**src/rtl/recip_div_pkg.sv**
```systemverilog
package recip_div_pkg;
   timeunit 1ns;
   timeprecision 1ps;

   typedef enum logic [0:0] {
      CFG_IDLE = 1'b0,
      CFG_CALC = 1'b1
   } cfg_state_e;
endpackage

```
**src/rtl/recip_param_gen.sv**
```systemverilog
module recip_param_gen
   import recip_div_pkg::*;
#(
   parameter int WIDTH = 16
) (
   input  logic                      clk,
   input  logic                      rst_n,
   input  logic                      cfg_valid,
   input  logic [WIDTH-1:0]          cfg_divisor,
   output logic                      busy,
   output logic                      done,
   output logic                      err,
   output logic                      params_ok,
   output logic [WIDTH-1:0]          mult,
   output logic                      sh1,
   output logic [$clog2(WIDTH)-1:0]  sh2
);
   timeunit 1ns;
   timeprecision 1ps;

   localparam int SHW = $clog2(WIDTH);
   localparam int LW  = $clog2(WIDTH + 1);
   localparam int CW  = $clog2(WIDTH);

   function automatic logic [LW-1:0] top_bit(input logic [WIDTH-1:0] v);
      logic [LW-1:0] idx;
      idx = '0;
      for (int i = 0; i < WIDTH; i++)
         if (v[i]) idx = LW'(i);
      return idx;
   endfunction

   cfg_state_e        state_q;
   logic [CW-1:0]     cnt_q;
   logic [WIDTH-1:0]  rem_q, quo_q, dsr_q, mult_q;
   logic              sh1_q, done_q, err_q, ok_q;
   logic [SHW-1:0]    sh2_q;

   logic [WIDTH-1:0]  dm1, pow2, r0, rem_d, quo_d;
   logic [LW-1:0]     ceil_l;
   logic [WIDTH:0]    rsh, rdiff;
   logic              ge;

   always_comb begin
      dm1    = cfg_divisor - WIDTH'(1);
      ceil_l = top_bit(dm1) + LW'(1);
      pow2   = (ceil_l == LW'(WIDTH)) ? '0 : (WIDTH'(1) << ceil_l);
      r0     = pow2 - cfg_divisor;
      rsh    = {rem_q, 1'b0};
      ge     = rsh >= {1'b0, dsr_q};
      rdiff  = rsh - {1'b0, dsr_q};
      rem_d  = ge ? rdiff[WIDTH-1:0] : rsh[WIDTH-1:0];
      quo_d  = {quo_q[WIDTH-2:0], ge};
   end

   always_ff @(posedge clk or negedge rst_n) begin
      if (!rst_n) begin
         state_q <= CFG_IDLE;
         cnt_q   <= '0;
         rem_q   <= '0;
         quo_q   <= '0;
         dsr_q   <= '0;
         mult_q  <= '0;
         sh1_q   <= 1'b0;
         sh2_q   <= '0;
         done_q  <= 1'b0;
         err_q   <= 1'b0;
         ok_q    <= 1'b0;
      end else begin
         done_q <= 1'b0;
         case (state_q)
            CFG_IDLE: begin
               if (cfg_valid) begin
                  err_q <= 1'b0;
                  ok_q  <= 1'b0;
                  if (cfg_divisor == '0) begin
                     err_q  <= 1'b1;
                     done_q <= 1'b1;
                  end else if (cfg_divisor < WIDTH'(3)) begin
                     mult_q <= WIDTH'(1);
                     sh1_q  <= cfg_divisor[1];
                     sh2_q  <= '0;
                     ok_q   <= 1'b1;
                     done_q <= 1'b1;
                  end else begin
                     state_q <= CFG_CALC;
                     rem_q   <= r0;
                     quo_q   <= '0;
                     dsr_q   <= cfg_divisor;
                     sh1_q   <= 1'b1;
                     sh2_q   <= SHW'(ceil_l - LW'(1));
                     cnt_q   <= '0;
                  end
               end
            end
            CFG_CALC: begin
               rem_q <= rem_d;
               quo_q <= quo_d;
               cnt_q <= cnt_q + CW'(1);
               if (cnt_q == CW'(WIDTH - 1)) begin
                  state_q <= CFG_IDLE;
                  mult_q  <= quo_d + WIDTH'(1);
                  ok_q    <= 1'b1;
                  done_q  <= 1'b1;
               end
            end
            default: state_q <= CFG_IDLE;
         endcase
      end
   end

   assign busy      = (state_q == CFG_CALC);
   assign done      = done_q;
   assign err       = err_q;
   assign params_ok = ok_q;
   assign mult      = mult_q;
   assign sh1       = sh1_q;
   assign sh2       = sh2_q;
endmodule

```
**src/rtl/recip_pipe.sv**
```systemverilog
module recip_pipe #(
   parameter int WIDTH = 16
) (
   input  logic                      clk,
   input  logic                      rst_n,
   input  logic                      enable,
   input  logic [WIDTH-1:0]          mult,
   input  logic                      sh1,
   input  logic [$clog2(WIDTH)-1:0]  sh2,
   input  logic                      in_valid,
   output logic                      in_ready,
   input  logic [WIDTH-1:0]          in_dividend,
   output logic                      out_valid,
   input  logic                      out_ready,
   output logic [WIDTH-1:0]          out_quotient
);
   timeunit 1ns;
   timeprecision 1ps;

   localparam int SHW = $clog2(WIDTH);
   localparam int PW  = 2 * WIDTH;

   logic              v1_q, v2_q, s1_q;
   logic [WIDTH-1:0]  a1_q, t1_q, q2_q;
   logic [SHW-1:0]    s2_q;
   logic [PW-1:0]     prod;
   logic [WIDTH-1:0]  diff, half, sum, q_d;
   logic              adv1, adv2, in_fire;

   always_comb begin
      prod    = {{WIDTH{1'b0}}, mult} * {{WIDTH{1'b0}}, in_dividend};
      adv2    = !v2_q || out_ready;
      adv1    = !v1_q || adv2;
      in_ready = enable && adv1;
      in_fire = in_valid && in_ready;
      diff    = a1_q - t1_q;
      half    = s1_q ? (diff >> 1) : diff;
      sum     = t1_q + half;
      q_d     = sum >> s2_q;
   end

   always_ff @(posedge clk or negedge rst_n) begin
      if (!rst_n) begin
         v1_q <= 1'b0;
         v2_q <= 1'b0;
         a1_q <= '0;
         t1_q <= '0;
         s1_q <= 1'b0;
         s2_q <= '0;
         q2_q <= '0;
      end else begin
         if (adv1) begin
            v1_q <= in_fire;
            if (in_fire) begin
               a1_q <= in_dividend;
               t1_q <= prod[PW-1:WIDTH];
               s1_q <= sh1;
               s2_q <= sh2;
            end
         end
         if (adv2) begin
            v2_q <= v1_q;
            if (v1_q) q2_q <= q_d;
         end
      end
   end

   assign out_valid    = v2_q;
   assign out_quotient = q2_q;
endmodule

```
**src/rtl/recip_divider.sv**
```systemverilog
module recip_divider #(
   parameter int WIDTH = 16
) (
   input  logic             clk,
   input  logic             rst_n,
   input  logic             cfg_valid,
   input  logic [WIDTH-1:0] cfg_divisor,
   output logic             cfg_busy,
   output logic             cfg_done,
   output logic             cfg_err,
   input  logic             in_valid,
   output logic             in_ready,
   input  logic [WIDTH-1:0] in_dividend,
   output logic             out_valid,
   input  logic             out_ready,
   output logic [WIDTH-1:0] out_quotient
);
   timeunit 1ns;
   timeprecision 1ps;

   localparam int SHW = $clog2(WIDTH);

   generate
      if (WIDTH < 4 || WIDTH > 64) begin : g_width_bad
         $error("recip_divider: WIDTH must lie in 4..64");
      end
   endgenerate

   logic             params_ok, sh1;
   logic [WIDTH-1:0] mult;
   logic [SHW-1:0]   sh2;

   recip_param_gen #(.WIDTH(WIDTH)) u_gen (
      .clk         (clk),
      .rst_n       (rst_n),
      .cfg_valid   (cfg_valid),
      .cfg_divisor (cfg_divisor),
      .busy        (cfg_busy),
      .done        (cfg_done),
      .err         (cfg_err),
      .params_ok   (params_ok),
      .mult        (mult),
      .sh1         (sh1),
      .sh2         (sh2)
   );

   recip_pipe #(.WIDTH(WIDTH)) u_pipe (
      .clk          (clk),
      .rst_n        (rst_n),
      .enable       (params_ok),
      .mult         (mult),
      .sh1          (sh1),
      .sh2          (sh2),
      .in_valid     (in_valid),
      .in_ready     (in_ready),
      .in_dividend  (in_dividend),
      .out_valid    (out_valid),
      .out_ready    (out_ready),
      .out_quotient (out_quotient)
   );
endmodule

```
**config.mk**
```make
export PLATFORM = sky130hd
export DESIGN_NAME = recip_divider
export DESIGN_NICKNAME = d
export VERILOG_FILES = /design/src/rtl/recip_div_pkg.sv /design/src/rtl/recip_param_gen.sv /design/src/rtl/recip_pipe.sv /design/src/rtl/recip_divider.sv
export SDC_FILE = /design/constraint.sdc
export NUM_CORES = 1
export LEC_CHECK = 0
export ABC_CLOCK_PERIOD_IN_PS = 12920
export BUFFER_PORTS_ARGS = -buffer_cell sky130_fd_sc_hd__buf_2
export CORE_ASPECT_RATIO = 2
export CORE_MARGIN = 10
export CORE_UTILIZATION = 35
export DETAILED_ROUTE_END_ITERATION = 10
export SKIP_CTS_REPAIR_TIMING = 1
export SYNTH_ARGS = -nofsm -noshare
export SYNTH_HDL_FRONTEND = slang
export SYNTH_SLANG_ARGS = --single-unit
```
**constraint.sdc**
```tcl
create_clock -name clk -period 12.92 [get_ports clk]
set_clock_uncertainty 0.2 [all_clocks]
set_input_delay 3.23 -clock clk [delete_from_list [all_inputs] [get_ports clk]]
set_output_delay 3.23 -clock clk [all_outputs]
set_load 0.02 [all_outputs]
```
==> reports/metrics.yaml, run 1 <==
finish:
  design_area_sq_um: 19100
  layout-drive-gt1-share: 0.0624
  final_nets: 2475
  final_cells: 2732
  diodes: 0
  syn2layout_area_growth_pct: 8.31
detailed_routing:
  vias: 14438
  drc: 0
  drtIter0Drc: 737
  routed.top_layer: "met5"
  ant_nets: 0
  routed_via_density: 5.28
  wl_met2_microns: 27700
  firstDrtPassIters: 6
  drt-met1-wl_microns: 16700
  wl_microns: 48200
  routedWlPerCell_microns: 17.6
  dr_wl_met3_microns: 1610
die:
  coreArea_sq_um: 49900
  io_pins: 58
  start_util: 0.352
  die_h_microns: 337
  die_w_microns: 179
  row_count: 116
  die_area_sq_um: 60200
timing:
  fin_tns_setup_ns: 0
  rsz0062_at_grt: "no"
  relSlewSlack: 0.284
  period_share: 0.741
  tightest_slew_ns: 1.07
  fmax_ghz: 0.104
  post-route-min-period_ns: 9.57
  setup_viol: 0
  drv_slew: 0
  hold_viol: 0
setup_path:
  crit_required_ns: 13.04
  cpMostUsedCell: "fa_1"
  crit-reg2reg-launch: "u_gen.mult[11]"
  start_kind: "input pin"
  slowest_stage: "fa_1"
  timing.rr.end: "u_pipe.t1_q[15]"
  critPathArrivalTime_ns: 9.69
  crit_path_cell_trace: "buf_2 > nand2_1 > fa_1 > inv_1 > fa_1 > inv_1 > fa_1 > inv_1 > fa_1 > inv_1 > fa_1 > inv_1 > fa_1 > ha_1 > a21oi_1 > nor2b_1 > o21ai_0 > a41oi_1 > a211oi_1 > o21ai_0 > a211o_1 > o31a_1 > xnor2_1 > o21ai_0"
  reg2reg_depth: 23
  rrSetupSlack_ns: 5.53
  criticalPathCategory: "in2reg"
  crit_path_end_kind: "register"
  slowest_delay_ns: 0.57
  path_max_fanout: 17
clock_network:
  cts-root-buf: "clkbuf_16"
  cts-htree-levels: 4
  cts_max_path_buffers: 2
  cts_tree: "built"
  clock_sinks: 131
  clock_latency_ns: 0.45
  clk_pin_slew_ns: 0.06
  cts_inserted_buffers: 17
synthesis:
  yosysUniqueCellTypes: 73
  synth_area_leaders: "fa_1 22%, dfrtp_1 19%, ha_1 12%"
  synth_cells: 2078
  yosys_warnings: 0
  synth_ff_type: "dfrtp_1"
  synth_common_cells: "368 x nand2_1, 293 x inv_1, 197 x fa_1"
  synth_area_leader_cell: "fa_1"
  yosysMostFrequentCell: "nand2_1"
  synth_nets: 2483
  ys_seq_area_frac: 0.186
  synth-seq-cells: 131
  synth.top_cell.area_share: 0.224
  synth-edff-count: 0
  netlist_area_sq_um: 17600
  async_reset_ff_frac: 1.00
  syn_avg_cell_area_sq_um: 8.47
hold_path:
  hold_path_class: "reg2reg"
  hp-start: "u_pipe.out_quotient[12]"
  hold_end: "u_pipe.out_quotient[12]"
  hold_path_depth: 2
global_routing:
  grt_first_pass_wirelength_microns: 78900
  track_usage: 0.165
  grt_max_degree: 69
  grt-ovfl-total: 0
  antenna_found_initial: 1
  grt_pass1_vias: 15536
placed_design:
  dp.cells: 2700
  port_buffers: 57
  gp_congestion: 0.918
  placed_cell_area_sq_um: 18400
  place_hpwl_microns: 39500
status:
  status: "finished, final reports clean"
run:
  max_cap_viol_count: 0
==> state kept, by name, indices dropped and copies added (netlist names), 4 cells and up <==
register and flops:
u_gen.mult 16, u_gen.cnt_q 4, u_pipe.a1_q 16, u_gen.rem_q 16, u_gen.dsr_q 16, u_pipe.t1_q 16
u_gen.sh2 4, u_gen.quo_q 15, u_pipe.out_quotient 16, u_pipe.s2_q 4
==> critical path: cells and delay by family <==
family | cells | cell delay [ns]
XOR/XNOR | 1 | 0.14
adder cells (fa/ha/maj) | 7 | 3.28
AO/OA/AOI/OAI | 8 | 2.25
AND/OR/NAND/NOR | 2 | 0.20
buffers and inverters | 6 | 0.59
==> worst max path at each step <==
stage / from / end / slack, ns / cells after the start
final: in_dividend[4] / u_pipe.t1_q[15] / 3.35 / 24
after global routing: in_dividend[1] / u_pipe.t1_q[15] / 2.94 / 24
after CTS: in_dividend[1] / u_pipe.t1_q[15] / 3.21 / 24
after detailed placement: in_dividend[1] / u_pipe.t1_q[15] / 2.73 / 24
after global placement: in_dividend[1] / u_pipe.t1_q[15] / 2.78 / 24
after floorplan: in_dividend[4] / u_pipe.t1_q[15] / 3.71 / 24
==> through the flow <==
step | hold slack, ns | worst slack (ns) | utilization
detailed placement | 0.267 | 2.73 | 0.369
finish | 0.280 | 3.35 | 0.382
CTS | 0.282 | 3.21 | 0.382
global route | 0.307 | 2.94 | 0.382
floorplan | 0.239 | 3.71 | -
global placement | 0.260 | 2.78 | 0.369
==> cell type report <==
type                    instances  area, sq um
fillers                      5137        30900
multi-input cells            1559        12800
flip-flops and latches        131         3280
inverters                     295         1110
well taps                     649          812
clock buffers                  17          425
repair buffers                 66          359
clock inverters                15          229
==> metal layers <==
metal,vias to the layer above,track usage
met4,2,0.0770
met2,355,0.327
li1,6754,-
met3,139,0.0238
met5,-,0
met1,7188,0.160
==> kinds of logic after synthesis <==
logic type | share of synthesized area
AND/OR/NAND/NOR | 0.189
AO/OA/AOI/OAI | 0.128
multiplexers | 0.0222
buffers and inverters | 0.0837
flip-flops | 0.186
XOR/XNOR | 0.0451
adder cells (fa/ha/maj) | 0.346
==> placed cells by master, fill, tap and decap left out, types with 7 or more instances in the layout <==
| master | n |
|---|---|
| o21a_1 | 9 |
| nor2b_1 | 11 |
| clkbuf_16 | 17 |
| a211oi_1 | 10 |
| o21bai_1 | 10 |
| nand2b_1 | 24 |
| o21ai_0 | 125 |
| mux2_2 | 10 |
| fa_1 | 197 |
| nand2_1 | 368 |
| buf_2 | 56 |
| a31oi_1 | 12 |
| nand4_1 | 22 |
| xor2_1 | 34 |
| o22ai_1 | 13 |
| o31ai_1 | 8 |
| xnor2_1 | 54 |
| a21o_1 | 20 |
| and2_1 | 104 |
| ha_1 | 171 |
| nand3_1 | 33 |
| a21oi_1 | 80 |
| dfrtp_1 | 130 |
| nor3_1 | 26 |
| nor2_1 | 72 |
| buf_4 | 9 |
| and3_1 | 19 |
| mux2i_1 | 21 |
| inv_1 | 293 |
| a22oi_1 | 7 |
Power of run 1 is not shown: default switching activity piles up to over one toggle a cycle in this logic, so the estimate is an artifact.
==> inputs of run 2 (changes only) <==
- ABC_CLOCK_PERIOD_IN_PS: 12920 -> 8970
- clock period: 12.92 -> 8.97 ns (I/O delays scaled with it)
==> reports/metrics.yaml, run 2 (same netlist as run 1, synthesis figures left out) <==
hold_path:
  hold_path_class: "reg2reg"
  hp-start: "u_pipe.t1_q[15]"
clock_network:
  clock_sinks: 131
  cts_inserted_buffers: 17
  cts_tree: "built"
  clk_pin_slew_ns: 0.06
  cts-htree-levels: 4
  cts-root-buf: "clkbuf_16"
  cts_max_path_buffers: 2
  clock_latency_ns: 0.45
setup_path:
  critPathArrivalTime_ns: 8.23
  crit_buf_inv: 7
  path_max_fanout: 17
  cpMostUsedCell: "fa_1"
  slowest_delay_ns: 0.56
  start_kind: "input pin"
  crit-reg2reg-launch: "u_gen.mult[12]"
  critPathLaunch: "in_dividend[4]"
  criticalPathCategory: "in2reg"
  slowest_stage: "fa_1"
  path_delay_family: "adder cells"
  crit_path_end_kind: "register"
  crit_required_ns: 9.08
placed_design:
  gp_congestion: 0.978
  port_buffers: 57
  place_hpwl_microns: 43200
finish:
  final_common_cell: "nand2_1"
  final.fill_count: 5139
  final_nets: 2501
  syn2layout_area_growth_pct: 9.42
  layout-drive-gt1-share: 0.0725
  final_cell_mix: "368 x nand2_1, 293 x inv_1, 197 x fa_1, 171 x ha_1, 130 x dfrtp_1"
detailed_routing:
  drc: 0
  dr_wl_met3_microns: 1780
  wl_met2_microns: 30000
  vias: 14625
  firstDrtPassIters: 5
  routed.top_layer: "met5"
  routedWlPerCell_microns: 19.1
  routed_via_density: 5.30
  drtIter0Drc: 671
  wl_microns: 52700
  drt-met1-wl_microns: 17100
  ant_nets: 0
die:
  die_area_sq_um: 60200
  io_pins: 58
  start_util: 0.352
  row_count: 116
  coreArea_sq_um: 49900
  die_w_microns: 179
  die_h_microns: 337
global_routing:
  grt-ovfl-total: 0
  grt_first_pass_wirelength_microns: 83200
  grt_max_degree: 76
  track_usage: 0.178
  antenna_found_initial: 2
  grt_pass1_vias: 15857
run:
  max_cap_viol_count: 0
timing:
  rsz0062_at_grt: "no"
  relSlewSlack: 0.258
  fin_tns_setup_ns: 0
  hold_viol: 0
  setup_viol: 0
  period_share: 0.905
  tightest_slew_ns: 1.11
  drv_slew: 0
  post-route-min-period_ns: 8.12
  fmax_ghz: 0.123
status:
  status: "finished, final reports clean"
[run 2: worst reg2reg max path, stage by stage, from the launching register on]
cell,delay [ns]
dfrtp_1,0.85
nand2_1,0.19
fa_1,0.58
inv_1,0.06
fa_1,0.53
inv_1,0.05
fa_1,0.49
inv_1,0.05
fa_1,0.53
inv_1,0.05
fa_1,0.48
inv_1,0.05
fa_1,0.43
ha_1,0.30
a21oi_1,0.14
nor2b_1,0.05
o21ai_0,0.21
a41oi_1,0.18
a211oi_1,0.22
buf_4,0.19
o21ai_0,0.21
a211o_1,0.36
o31a_1,0.26
xnor2_1,0.14
o21ai_0,0.08
[run 2: final cells by class]
| cell class | instances | area [sq um] | share of cell area |
|---|---|---|---|
| flip-flops and latches | 131 | 3280 | 0.170 |
| well taps | 649 | 812 | 0.0422 |
| inverters | 295 | 1110 | 0.0575 |
| clock inverters | 11 | 200 | 0.0104 |
| clock buffers | 21 | 450 | 0.0234 |
| multi-input cells | 1559 | 12800 | 0.667 |
| repair buffers | 92 | 554 | 0.0288 |
| diodes | 2 | 5.00 | 0.000260 |
[run 2: metal layers]
metal  GRT usage  up-vias
met2       0.352      379
met1       0.159     7250
met5           0        -
met4       0.127        2
met3      0.0216      181
li1            -     6813
[run 2: worst paths after layout]
path,to,slack (ns),cells after the start
setup / recovery,u_pipe.t1_q[15],0.85,25
hold / removal,u_pipe.t1_q[15],0.28,2
setup reg to reg,u_pipe.t1_q[15],1.95,24
hold reg to reg,u_pipe.t1_q[15],0.28,2
max in group asynchronous,u_gen.busy,5.56,2
min in group asynchronous,u_pipe.out_quotient[13],1.55,1
[run 2: per-stage QoR]
step	util	worst slack (ns)	hold WS, ns	cells	cell area [sq um]
floorplan	-	0.750	0.239	2078	17600
global placement	0.372	0.435	0.260	2726	18600
detailed placement	0.372	0.358	0.271	2726	18600
CTS	0.385	0.842	0.285	2758	19200
global route	0.386	0.478	0.310	2759	19200
finish	0.386	0.853	0.279	2760	19200
Power of run 2 is left out for the same reason.
==> inputs of run 3 (changes only) <==
- CORE_UTILIZATION: 35 -> 40
==> reports/metrics.yaml, run 3 (same netlist as run 1, synthesis figures left out) <==
clock_network:
  cts_tree: "built"
  cts_inserted_buffers: 17
  cts-htree-levels: 4
  clock_latency_ns: 0.46
  clk_pin_slew_ns: 0.06
  clock_sinks: 131
  cts-root-buf: "clkbuf_16"
  cts_max_path_buffers: 2
detailed_routing:
  drtIter0Drc: 697
  vias: 14462
  ant_nets: 0
  firstDrtPassIters: 5
  drc: 0
  wl_microns: 49900
  routedWlPerCell_microns: 18.8
  routed_via_density: 5.44
placed_design:
  gp_congestion: 0.937
  port_buffers: 57
  place_hpwl_microns: 40800
setup_path:
  slowest_stage: "fa_1"
  slowest_delay_ns: 0.57
  crit_path_end_kind: "register"
  timing.rr.end: "u_pipe.t1_q[15]"
  rrSetupSlack_ns: 1.72
  criticalPathCategory: "in2reg"
  crit_required_ns: 9.09
  start_kind: "input pin"
  reg2reg_depth: 25
  cpMostUsedCell: "fa_1"
  path_max_fanout: 8
  crit-reg2reg-launch: "u_gen.mult[12]"
  critPathArrivalTime_ns: 8.41
finish:
  final_common_cell: "nand2_1"
  final_cell_mix: "368 x nand2_1, 293 x inv_1, 197 x fa_1, 171 x ha_1, 130 x dfrtp_1"
  final.fill_count: 4390
  layout-drive-gt1-share: 0.0740
  syn2layout_area_growth_pct: 8.58
  diodes: 0
  final_nets: 2502
run:
  max_cap_viol_count: 0
timing:
  post-route-min-period_ns: 8.29
  drv_slew: 0
  fmax_ghz: 0.121
  hold_viol: 0
  period_share: 0.924
  relSlewSlack: 0.246
  tightest_slew_ns: 1.13
  rsz0062_at_grt: "no"
  fin_tns_setup_ns: 0
  setup_viol: 0
global_routing:
  grt_max_degree: 70
  grt-ovfl-total: 0
  grt_pass1_vias: 15537
  antenna_found_initial: 1
  track_usage: 0.188
  grt_first_pass_wirelength_microns: 80200
hold_path:
  hold_end: "u_pipe.out_quotient[10]"
  hold_path_depth: 2
  hold_path_class: "reg2reg"
  hp-start: "u_pipe.out_quotient[10]"
die:
  row_count: 108
  die_area_sq_um: 53300
  io_pins: 58
  start_util: 0.404
  coreArea_sq_um: 43500
  die_h_microns: 317
  die_w_microns: 168
status:
  status: "finished, final reports clean"
run 3: layer usage:
layer  GRT usage  part of all wire
met1       0.171              0.34
met2       0.383              0.58
met3      0.0265             0.028
met4       0.105             0.055
met5           0           0.00020
run 3: critical path: cells and delay by family:
kind                       cells  cell delay [ns]
adders and majority gates      7             3.33
AOI/OAI and AO/OA              8             1.66
buffers and inverters          8             0.79
and+or+nand+nor                2             0.18
xor gates and xnor gates       1             0.18
run 3: per-stage QoR:
step                       util  hold slack [ns]  instance area [sq um]  instances  setup slack (ns)
final                     0.439            0.277                  19100       2659             0.684
after global routing      0.439            0.299                  19100       2659             0.383
after CTS                 0.439            0.284                  19100       2659             0.708
after detailed placement  0.425            0.268                  18500       2628             0.214
after global placement    0.425            0.262                  18500       2628             0.315
after floorplan               -            0.239                  17600       2078             0.750
run 3: final cells by class:
class	count	area, sq um	share of cell area
Sequential cell	131	3280	0.172
Clock inverter	12	170	0.00891
Multi-Input combinational cell	1559	12800	0.672
Timing Repair Buffer	93	562	0.0294
Tap cell	550	688	0.0360
Clock buffer	19	453	0.0237
Inverter	295	1110	0.0580
run 3: worst max path at each step:
stage | depth (start not counted) | slack, ns | startpoint | end
finish | 26 | 0.68 | in_dividend[1] | u_pipe.t1_q[15]
global route | 26 | 0.38 | cfg_divisor[1] | u_gen.rem_q[15]
CTS | 26 | 0.71 | in_dividend[1] | u_pipe.t1_q[15]
detailed placement | 26 | 0.21 | in_dividend[1] | u_pipe.t1_q[15]
global placement | 26 | 0.31 | in_dividend[1] | u_pipe.t1_q[15]
floorplan | 24 | 0.75 | in_dividend[4] | u_pipe.t1_q[15]
Power of run 3 is left out for the same reason.
